==> src/rtl/tmr_cmp_pkg.sv <==
package tmr_cmp_pkg;
  typedef enum logic [1:0] {
    ACT_HOLD   = 2'b00,
    ACT_TOGGLE = 2'b01,
    ACT_CLEAR  = 2'b10,
    ACT_SET    = 2'b11
  } act_mode_e;
endpackage

==> src/rtl/tmr_cmp_rst_sync.sv <==
module tmr_cmp_rst_sync #(
  parameter int STAGES = 2
) (
  input  logic clk,
  input  logic rst_n,
  output logic rst_sync_n
);
  logic [STAGES-1:0] sync_q;
  logic [STAGES-1:0] sync_d;

  always_comb begin
    sync_d = {sync_q[STAGES-2:0], 1'b1};
  end

  always_ff @(posedge clk or negedge rst_n) begin
    if (!rst_n) sync_q <= '0;
    else        sync_q <= sync_d;
  end

  assign rst_sync_n = sync_q[STAGES-1];
endmodule

==> src/rtl/tmr_cmp_load.sv <==
module tmr_cmp_load #(
  parameter int CNT_W  = 16,
  parameter int BYTE_W = 8
) (
  input  logic              clk,
  input  logic              rst_n,
  input  logic              hi_wr,
  input  logic              lo_wr,
  input  logic [BYTE_W-1:0] wdata,
  output logic [CNT_W-1:0]  cmp_q
);
  localparam int LO_W = CNT_W - BYTE_W;

  logic [BYTE_W-1:0] stage_q, stage_d;
  logic [CNT_W-1:0]  cmp_d;

  always_comb begin
    stage_d = hi_wr ? wdata : stage_q;
    cmp_d   = cmp_q;
    if (lo_wr) cmp_d = {stage_q, wdata[LO_W-1:0]};
  end

  always_ff @(posedge clk or negedge rst_n) begin
    if (!rst_n) begin
      stage_q <= '0;
      cmp_q   <= '0;
    end else begin
      stage_q <= stage_d;
      cmp_q   <= cmp_d;
    end
  end

  // low-byte write merges staged high byte in the same cycle
  p_load_r2: assert property (@(posedge clk) disable iff (!rst_n)
    lo_wr |=> cmp_q == {$past(stage_q), $past(wdata[LO_W-1:0])});
  // high-byte write alone leaves the compare value untouched
  p_stage_only_r2: assert property (@(posedge clk) disable iff (!rst_n)
    (hi_wr && !lo_wr) |=> $stable(cmp_q));
endmodule

==> src/rtl/tmr_cmp_detect.sv <==
module tmr_cmp_detect #(
  parameter int CNT_W = 16
) (
  input  logic             clk,
  input  logic             rst_n,
  input  logic             tick,
  input  logic             cnt_wr,
  input  logic [CNT_W-1:0] cnt,
  input  logic [CNT_W-1:0] cmp,
  output logic             hit
);
  logic block_q, block_d;

  always_comb begin
    block_d = block_q;
    if (tick)   block_d = 1'b0;
    if (cnt_wr) block_d = 1'b1;
    hit = tick && !block_q && (cnt == cmp);
  end

  always_ff @(posedge clk or negedge rst_n) begin
    if (!rst_n) block_q <= 1'b0;
    else        block_q <= block_d;
  end

  // a counter write last cycle suppresses any hit now
  p_block_r5: assert property (@(posedge clk) disable iff (!rst_n)
    $past(cnt_wr) |-> !hit);
  // no hit without a timer tick
  p_no_tick_r12: assert property (@(posedge clk) disable iff (!rst_n)
    !tick |-> !hit);
endmodule

==> src/rtl/tmr_cmp_wave.sv <==
module tmr_cmp_wave
  import tmr_cmp_pkg::*;
(
  input  logic      clk,
  input  logic      rst_n,
  input  logic      hit,
  input  logic      force_stb,
  input  logic      pwm_sel,
  input  act_mode_e mode,
  input  logic      flag_clr,
  output logic      wave_q,
  output logic      flag_q
);
  logic evt;
  logic wave_d, flag_d;

  always_comb begin
    evt    = hit || (force_stb && !pwm_sel);
    wave_d = wave_q;
    if (evt) begin
      unique case (mode)
        ACT_HOLD:   wave_d = wave_q;
        ACT_TOGGLE: wave_d = !wave_q;
        ACT_CLEAR:  wave_d = 1'b0;
        ACT_SET:    wave_d = 1'b1;
      endcase
    end
    flag_d = flag_q;
    if (flag_clr) flag_d = 1'b0;
    if (hit)      flag_d = 1'b1;
  end

  always_ff @(posedge clk or negedge rst_n) begin
    if (!rst_n) begin
      wave_q <= 1'b0;
      flag_q <= 1'b0;
    end else begin
      wave_q <= wave_d;
      flag_q <= flag_d;
    end
  end

  // a hit always leaves the flag set, even against a clear
  p_flag_set_r3: assert property (@(posedge clk) disable iff (!rst_n)
    hit |=> flag_q);
  // clear without a hit drops the flag
  p_flag_clr_r4: assert property (@(posedge clk) disable iff (!rst_n)
    (flag_clr && !hit) |=> !flag_q);
  // forcing never raises the flag
  p_force_noflag_r8: assert property (@(posedge clk) disable iff (!rst_n)
    (force_stb && !hit && !flag_q) |=> !flag_q);
  // force ignored under PWM selection
  p_pwm_force_r9: assert property (@(posedge clk) disable iff (!rst_n)
    (pwm_sel && !hit) |=> $stable(wave_q));
  // hold action keeps the bit
  p_hold_r7: assert property (@(posedge clk) disable iff (!rst_n)
    (mode == ACT_HOLD) |=> $stable(wave_q));
endmodule

==> src/rtl/tmr_cmp_channel.sv <==
module tmr_cmp_channel
  import tmr_cmp_pkg::*;
#(
  parameter int CNT_W  = 16,
  parameter int BYTE_W = 8
) (
  input  logic              clk,
  input  logic              rst_n,
  input  logic              tmr_tick,
  input  logic [CNT_W-1:0]  cnt_val,
  input  logic              cnt_wr,
  input  logic              frc_stb,
  input  logic              pwm_sel,
  input  logic [1:0]        act_mode,
  input  logic              cmp_hi_wr,
  input  logic              cmp_lo_wr,
  input  logic [BYTE_W-1:0] wr_data,
  input  logic              flag_clr,
  output logic              wave_o,
  output logic              match_flag_o
);
  logic             rst_core_n;
  logic [CNT_W-1:0] cmp_val;
  logic             hit;

  tmr_cmp_rst_sync #(.STAGES(2)) u_rst (
    .clk(clk), .rst_n(rst_n), .rst_sync_n(rst_core_n)
  );

  tmr_cmp_load #(.CNT_W(CNT_W), .BYTE_W(BYTE_W)) u_load (
    .clk(clk), .rst_n(rst_core_n), .hi_wr(cmp_hi_wr), .lo_wr(cmp_lo_wr),
    .wdata(wr_data), .cmp_q(cmp_val)
  );

  tmr_cmp_detect #(.CNT_W(CNT_W)) u_det (
    .clk(clk), .rst_n(rst_core_n), .tick(tmr_tick), .cnt_wr(cnt_wr),
    .cnt(cnt_val), .cmp(cmp_val), .hit(hit)
  );

  tmr_cmp_wave u_wave (
    .clk(clk), .rst_n(rst_core_n), .hit(hit), .force_stb(frc_stb),
    .pwm_sel(pwm_sel), .mode(act_mode_e'(act_mode)), .flag_clr(flag_clr),
    .wave_q(wave_o), .flag_q(match_flag_o)
  );

  // outputs cleared while the core is held in reset
  p_rst_r1: assert property (@(posedge clk)
    !rst_core_n |-> (!wave_o && !match_flag_o));
  // mode selection change alone leaves the waveform bit alone
  p_pwm_keep_r11: assert property (@(posedge clk) disable iff (!rst_core_n)
    (!hit && !frc_stb) |=> $stable(wave_o));
endmodule

==> config.mk <==
export PLATFORM = sky130hd
export DESIGN_NAME = tmr_cmp_channel
export DESIGN_NICKNAME = d
export VERILOG_FILES = /design/src/rtl/tmr_cmp_pkg.sv /design/src/rtl/tmr_cmp_rst_sync.sv /design/src/rtl/tmr_cmp_load.sv /design/src/rtl/tmr_cmp_detect.sv /design/src/rtl/tmr_cmp_wave.sv /design/src/rtl/tmr_cmp_channel.sv
export SDC_FILE = /design/constraint.sdc
export NUM_CORES = 1
export LEC_CHECK = 0
export BUFFER_PORTS_ARGS = -buffer_cell sky130_fd_sc_hd__buf_2
export CORE_ASPECT_RATIO = 1.75
export CORE_MARGIN = 2
export CORE_UTILIZATION = 50
export DETAILED_ROUTE_END_ITERATION = 12
export PLACE_DENSITY = 0.73
export SYNTH_ARGS = -nofsm -noshare
export SYNTH_HDL_FRONTEND = slang
export SYNTH_SLANG_ARGS = --single-unit
==> constraint.sdc <==
create_clock -name clk -period 1.06 [get_ports clk]
set_input_delay 0.053 -clock clk [delete_from_list [all_inputs] [get_ports clk]]
set_output_delay 0.053 -clock clk [all_outputs]
set_load 0.03 [all_outputs]
==> results.yml, run 1 <==
sta:
  rsz_0062_raised_after_global_routing: "true"
  fmax_ghz: 0.6542
  worst_setup_margin_ns: -0.4687
  fin_crit_sh_pct: 144.2
  clk_skew_ns: 0.006412
  final_setup_violation_count: 2
  timing.final.crit_period_ns: 1.529
  slew_violations: 0
  finalHoldViolCount: 0
clock_network:
  cts_tree: "done"
  cts.repair.resized: 0
  clkSlewWorstSetupHoldPaths_ns: 0.06
  cts_htree_levels: 2
  post-cts-setup-buffer-count: 0
  cts_max_path_buffers: 2
  clock_sink_count: 29
  cts-buffers-inserted: 5
  clk-insertion-delay-late_ns: 0.28
  clock-root-buffer: "sky130_fd_sc_hd__clkbuf_8"
place:
  placement_cell_area_sq_mm: 0.001549
  dp_slack_ns: -0.4859
  post-dp-hpwl_microns: 2047
  placedCellCount: 163
  globalplace.congestion: 0.7679
  port-buffer-count: 36
min_path:
  timing.hold.worst.class: "primary input to flop"
  worstHoldStart: "wr_data[4]"
  holdPathEnd: "u_load.stage_q[4]$_DFFE_PN0P_"
  worst_hold_path.num_cells: 2
critical_path:
  worst_setup_path_end_kind: "flop"
  critical_path_class: "flop to flop"
  crit-reg2reg-launch: "u_load.cmp_q[1]$_DFFE_PN0P_"
  r2r_cells: 5
  worst_ep_required_time_ns: 1.25
  data_arrival_critical_path_ns: 1.72
  r2r_setup_slack_ns: -0.47
  startpoint_type: "flop"
  critical_path_peak_fanout: 2
  worstReg2RegEnd: "u_wave.wave_q$_DFFE_PN0P_"
drt:
  route.final.wire_length_microns: 2584
  postRouteAntennaNets: 0
  post_drt_via_cell_ratio: 5.422
  routedWlPerCell_microns: 14.94
  drt_first_iter_violations: 12
  drc_errors: 0
  dr.pass1.iters: 4
  via_count: 938
job:
  maxCapViolations: 0
pwr:
  max-vdd-ir-drop_mv: 1.055
  finalPower_mw: 2.623
  total_power_density_per_cell_area_mw_per_mm2: 1575
  leakage_nw: 0.7779
grt:
  overflow: 0
  groute.usage.overall_pct: 19.69
  first_global_vias: 1022
  grt_pass1_wl_microns: 4402
  initial_antenna_violation_count: 0
  grt_max_degree: 20
die:
  core_region_area_sq_mm: 0.002492
  design.die.area_sq_mm: 0.003097
  die_y_microns: 72.13
  floorplan.initialDensity_pct: 53.21
  top_level_ports: 37
  die_wd_microns: 42.93
  total_number_of_placement_rows: 24
yosys:
  synthesis.area_sq_mm: 0.001326
  netlist_top_cells_area: "sky130_fd_sc_hd__dfrtp_1 (55%), sky130_fd_sc_hd__mux2_2 (20%), sky130_fd_sc_hd__xor2_1 (11%), sky130_fd_sc_hd__nor4_1 (1.9%), sky130_fd_sc_hd__inv_1 (1.7%)"
  synth_edf_count: 0
  synth_most_common_cell: "sky130_fd_sc_hd__dfrtp_1"
  postSynth.asyncResetShare_pct: 100.0
  yosys.area.top_type_share_pct: 54.72
  syn-mean-instance-area_sq_um: 13.13
  postSynth.topFlopCell: "sky130_fd_sc_hd__dfrtp_1"
  synthDominantAreaCellType: "sky130_fd_sc_hd__dfrtp_1"
  synth_fp_nets: 136
  synth-seq-area-share_pct: 54.72
  ys_warn_count: 0
  synth_common_cells: "sky130_fd_sc_hd__dfrtp_1 (29), sky130_fd_sc_hd__mux2_2 (24), sky130_fd_sc_hd__xor2_1 (16)"
  ys_seq_elements: 29
  synthesis.instances: 101
  synthDistinctLibCells: 18
layout:
  final_nets: 182
  n_antenna_cell: 0
  layout.cells.non_filler: 173
  drive_gt1_share_pct: 48.30
  layout-area-overhead-vs-synth_pct: 25.57
  finalInstanceArea_sq_mm: 0.001665
  postLayoutCoreUtil_pct: 66.82
  num-fill-cells: 194
outcome:
  failed_checks: "negative setup slack"
  status: "finished with violations"
critical path, cell delays in order, from the launching register on:
cell	delay [ns]
sky130_fd_sc_hd__dfrtp_1	0.39
sky130_fd_sc_hd__xor2_1	0.18
sky130_fd_sc_hd__nor4_1	0.31
sky130_fd_sc_hd__nand4_1	0.16
sky130_fd_sc_hd__o221a_1	0.25
sky130_fd_sc_hd__a221oi_2	0.16
kinds of logic after synthesis:
| family | after synthesis | synth area share (%) |
|---|---|---|
| flops | 29 | 54.72 |
| mux | 24 | 20.38 |
| xor+xnor | 16 | 10.57 |
| simple gates | 16 | 6.697 |
| buf+inv | 9 | 2.641 |
| compound gates | 6 | 4.717 |
| other cells | 1 | 0.2827 |
sequential cells by signal, indices dropped and copies added, names as in the netlist:
signal / flops
u_det.block_q: 1
u_load.cmp_q: 16
u_load.stage_q: 8
u_rst.sync_q: 2
u_wave.flag_q: 1
u_wave.wave_q: 1
how the worst max path moves through the flow:
stage                     slack [ns]                         from                   endpoint
after floorplan                -0.35  u_load.cmp_q[0]$_DFFE_PN0P_  u_wave.wave_q$_DFFE_PN0P_
after global routing           -0.54  u_load.cmp_q[5]$_DFFE_PN0P_  u_wave.wave_q$_DFFE_PN0P_
after CTS                      -0.47  u_load.cmp_q[5]$_DFFE_PN0P_  u_wave.wave_q$_DFFE_PN0P_
after global placement         -0.43  u_load.cmp_q[0]$_DFFE_PN0P_  u_wave.wave_q$_DFFE_PN0P_
final                          -0.47  u_load.cmp_q[1]$_DFFE_PN0P_  u_wave.wave_q$_DFFE_PN0P_
after detailed placement       -0.49  u_load.cmp_q[4]$_DFFE_PN0P_  u_wave.wave_q$_DFFE_PN0P_
layout make-up:
type                            instances  area [sq um]  area share [%]
Clock buffer                            7         86.33           5.184
Tap cell                               26         32.53           1.953
Multi-Input combinational cell         63         565.5           33.96
Sequential cell                        29         725.7           43.58
Timing Repair Buffer                   42         232.7           13.97
Inverter                                6         22.52           1.352
metal layers:
metal,track usage (%),wire (microns),vias to the layer above
met3,6.716,161,9
li1,-,-,446
met2,35.19,1417,32
met4,10.44,76,0
met5,0,0,-
met1,19.43,928,451
repair_timing:
action / in CTS / in global routing
hold buffers: 3 / 0
hold endpoints to repair: 4 / 0
endpoints found under the setup margin: 2 / 2
pin swaps: 5 / 0
power by group:
group | switching [mW] | total (mW) | internal [mW]
sequential | 0.0751 | 1.30 | 1.23
clock | 0.376 | 0.889 | 0.513
combinational | 0.200 | 0.432 | 0.232
cell usage in the layout (no fill, tap or decap), drive strengths merged, types with 3 or more instances in the layout:
cell type,synthesis,layout
nor3,3,3
buf,1,39
inv,6,6
clkbuf,2,7
dlygate4sd3,0,3
dfrtp,29,29
mux2,24,24
nor4,4,4
xor2,16,16
nor2,4,4
per-stage QoR:
stage / setup TNS, ns / hold WS (ns)
after global placement: -0.6828 / -0.1608
final: -0.7939 / 0.01814
after detailed placement: -0.7707 / -0.1587
after floorplan: -0.4044 / -0.2426
after global routing: -0.9604 / 0.008321
after CTS: -0.8030 / 0.01065
Power figures use the tool's default switching activity.
==> run 2, diff against run 1 <==
--- a/config.mk
+++ b/config.mk
@@ -6,11 +6,10 @@
 export NUM_CORES = 1
 export LEC_CHECK = 0
 export BUFFER_PORTS_ARGS = -buffer_cell sky130_fd_sc_hd__buf_2
-export CORE_ASPECT_RATIO = 1.75
 export CORE_MARGIN = 2
 export CORE_UTILIZATION = 50
 export DETAILED_ROUTE_END_ITERATION = 12
-export PLACE_DENSITY = 0.73
+export PLACE_DENSITY_LB_ADDON = 0.12
 export SYNTH_ARGS = -nofsm -noshare
 export SYNTH_HDL_FRONTEND = slang
 export SYNTH_SLANG_ARGS = --single-unit
==> results.yml, run 2 (synthesis results as in run 1) <==
sta:
  finalHoldViolCount: 0
  fin_crit_sh_pct: 151.2
  worst_setup_margin_ns: -0.5429
  whs_ns: 0.005811
  rsz_0062_raised_after_global_routing: "true"
  clk_skew_ns: 0.01115
  final_setup_violation_count: 2
  timing.final.crit_period_ns: 1.603
  fmax_ghz: 0.6239
  slew_violations: 0
  setup_total_negative_slack_ns: -0.8410
place:
  dp_slack_ns: -0.4821
  port-buffer-count: 36
  placement_cell_area_sq_mm: 0.001562
  globalplace.congestion: 0.8373
drt:
  drt_first_iter_violations: 36
  drc_errors: 0
  route.final.wire_length_microns: 2641
  via_count: 985
  routedWlPerCell_microns: 13.97
  post_drt_via_cell_ratio: 5.212
  dr.pass1.iters: 4
  postRouteAntennaNets: 0
critical_path:
  worst-path-buf-inv: 1
  data_arrival_critical_path_ns: 1.82
  slowest_delay_ns: 0.41
  critical_path_class: "flop to flop"
  timing.critical_path.max_delay_family: "simple AND/OR/NAND/NOR gates"
  critical_path_peak_fanout: 2
  worstPathCellList: "xor2_2, nor4_2, nand4_1, buf_4, o22ai_1, a221oi_2"
  startpoint_type: "flop"
  worst_ep_required_time_ns: 1.27
  worst_setup_path_end_kind: "flop"
  cpMaxStageDelayCell: "sky130_fd_sc_hd__dfrtp_1"
clock_network:
  cts_tree: "done"
  clkSlewWorstSetupHoldPaths_ns: 0.09
  cts_htree_levels: 2
  clk-insertion-delay-late_ns: 0.33
  clock-root-buffer: "sky130_fd_sc_hd__clkbuf_4"
  clock_sink_count: 29
  cts-buffers-inserted: 5
  cts_max_path_buffers: 2
grt:
  global_route.usage.met2_pct: 31.12
  use_met1_pct: 24.23
  first_global_vias: 1012
  grt_pass1_wl_microns: 4581
  globalRoute.busiestLayer: "met2"
  gr-usage-met3_pct: 7.963
  grt_max_degree: 28
  overflow: 0
  groute.usage.overall_pct: 19.90
  initial_antenna_violation_count: 0
layout:
  final_nets: 194
  n_antenna_cell: 0
  mostFrequentLayoutCells: "sky130_fd_sc_hd__buf_2 (36), sky130_fd_sc_hd__dfrtp_1 (29), sky130_fd_sc_hd__mux2_2 (24), sky130_fd_sc_hd__xor2_1 (15), sky130_fd_sc_hd__dlygate4sd3_1 (12)"
  finalInstanceArea_sq_mm: 0.001772
  largest_registers: "u_load.cmp_q (16), u_load.stage_q (8), u_rst.sync_q (2)"
  largest_register_ffs: 16
  postLayoutCoreUtil_pct: 70.87
  registers.top_by_ff_count: "u_load.cmp_q"
  mostFrequentLayoutCell: "sky130_fd_sc_hd__buf_2"
  drive_gt1_share_pct: 48.43
  layout-area-overhead-vs-synth_pct: 33.58
job:
  maxCapViolations: 0
die:
  design.die.area_sq_mm: 0.003080
  die_wd_microns: 55.50
  total_number_of_placement_rows: 18
  core_region_area_sq_mm: 0.002500
  top_level_ports: 37
  floorplan.initialDensity_pct: 53.05
  die_y_microns: 55.50
outcome:
  failed_checks: "negative setup slack"
  status: "finished with violations"
pwr:
  total_power_density_per_cell_area_mw_per_mm2: 1391
  max-vdd-ir-drop_mv: 1.215
  leakage_nw: 0.8187
min_path:
  timing.hold.worst.class: "primary input to flop"
==> run 2: cell types whose count changed in the layout (fill, tap and decap cells not counted), sizes merged <==
cell         previous run  this run
buf                    39        42
dlygate4sd3             3        12
==> run 2: area by class of cell <==
type / count / area, sq um
clock buffers: 7 / 55.05
well taps: 30 / 37.54
fillers: 188 / 728.2
flip-flops and latches: 29 / 725.7
inverters: 6 / 22.52
repair buffers: 54 / 345.3
multi-input cells: 63 / 585.6
==> run 2: timing repair <==
action | in CTS | in global routing
hold endpoints to repair | 21 | 0
gates resized for setup | 1 | 2
hold buffers | 12 | 0
pin swaps | 3 | 4
setup buffers | 1 | 1
setup endpoints to repair | 2 | 2
==> run 2: tightest hold or removal path: stages <==
cell and delay (ns):
sky130_fd_sc_hd__buf_2 0.09, sky130_fd_sc_hd__inv_1 0.06, sky130_fd_sc_hd__a21o_1 0.10
==> run 2: where the power goes <==
part	leakage (nW)	switching (mW)	internal, mW
clock	0.0314	0.374	0.312
sequential	0.342	0.0727	1.22
combinational	0.446	0.216	0.265
==> run 2: stage by stage <==
stage	instances	total power, mW
final	189	2.464
after global routing	189	2.593
after CTS	188	2.474
after detailed placement	168	1.755
after global placement	168	1.732
after floorplan	101	1.593
==> run 2: final timing paths <==
check / cells past startpoint / start / end / slack (ns)
max: 6 / u_load.cmp_q[1]$_DFFE_PN0P_ / u_wave.wave_q$_DFFE_PN0P_ / -0.54
min: 3 / tmr_tick / u_det.block_q$_DFFE_PN0P_ / 0.006
max reg2reg: 6 / u_load.cmp_q[1]$_DFFE_PN0P_ / u_wave.wave_q$_DFFE_PN0P_ / -0.54
min reg2reg: 1 / u_rst.sync_q[1]$_DFF_PN0_ / u_load.stage_q[7]$_DFFE_PN0P_ / 0.22
max in group asynchronous: 1 / u_rst.sync_q[1]$_DFF_PN0_ / u_load.stage_q[2]$_DFFE_PN0P_ / 0.58
min in group asynchronous: 2 / rst_n / u_rst.sync_q[0]$_DFF_PN0_ / 0.04
==> run 2: metal layers <==
metal	wire (microns)	share of wire [%]	vias up
met2	1300	49	38
met3	183	6.9	8
met5	0	0	-
li1	-	-	469
met1	1108	42	470
met4	48	1.8	0
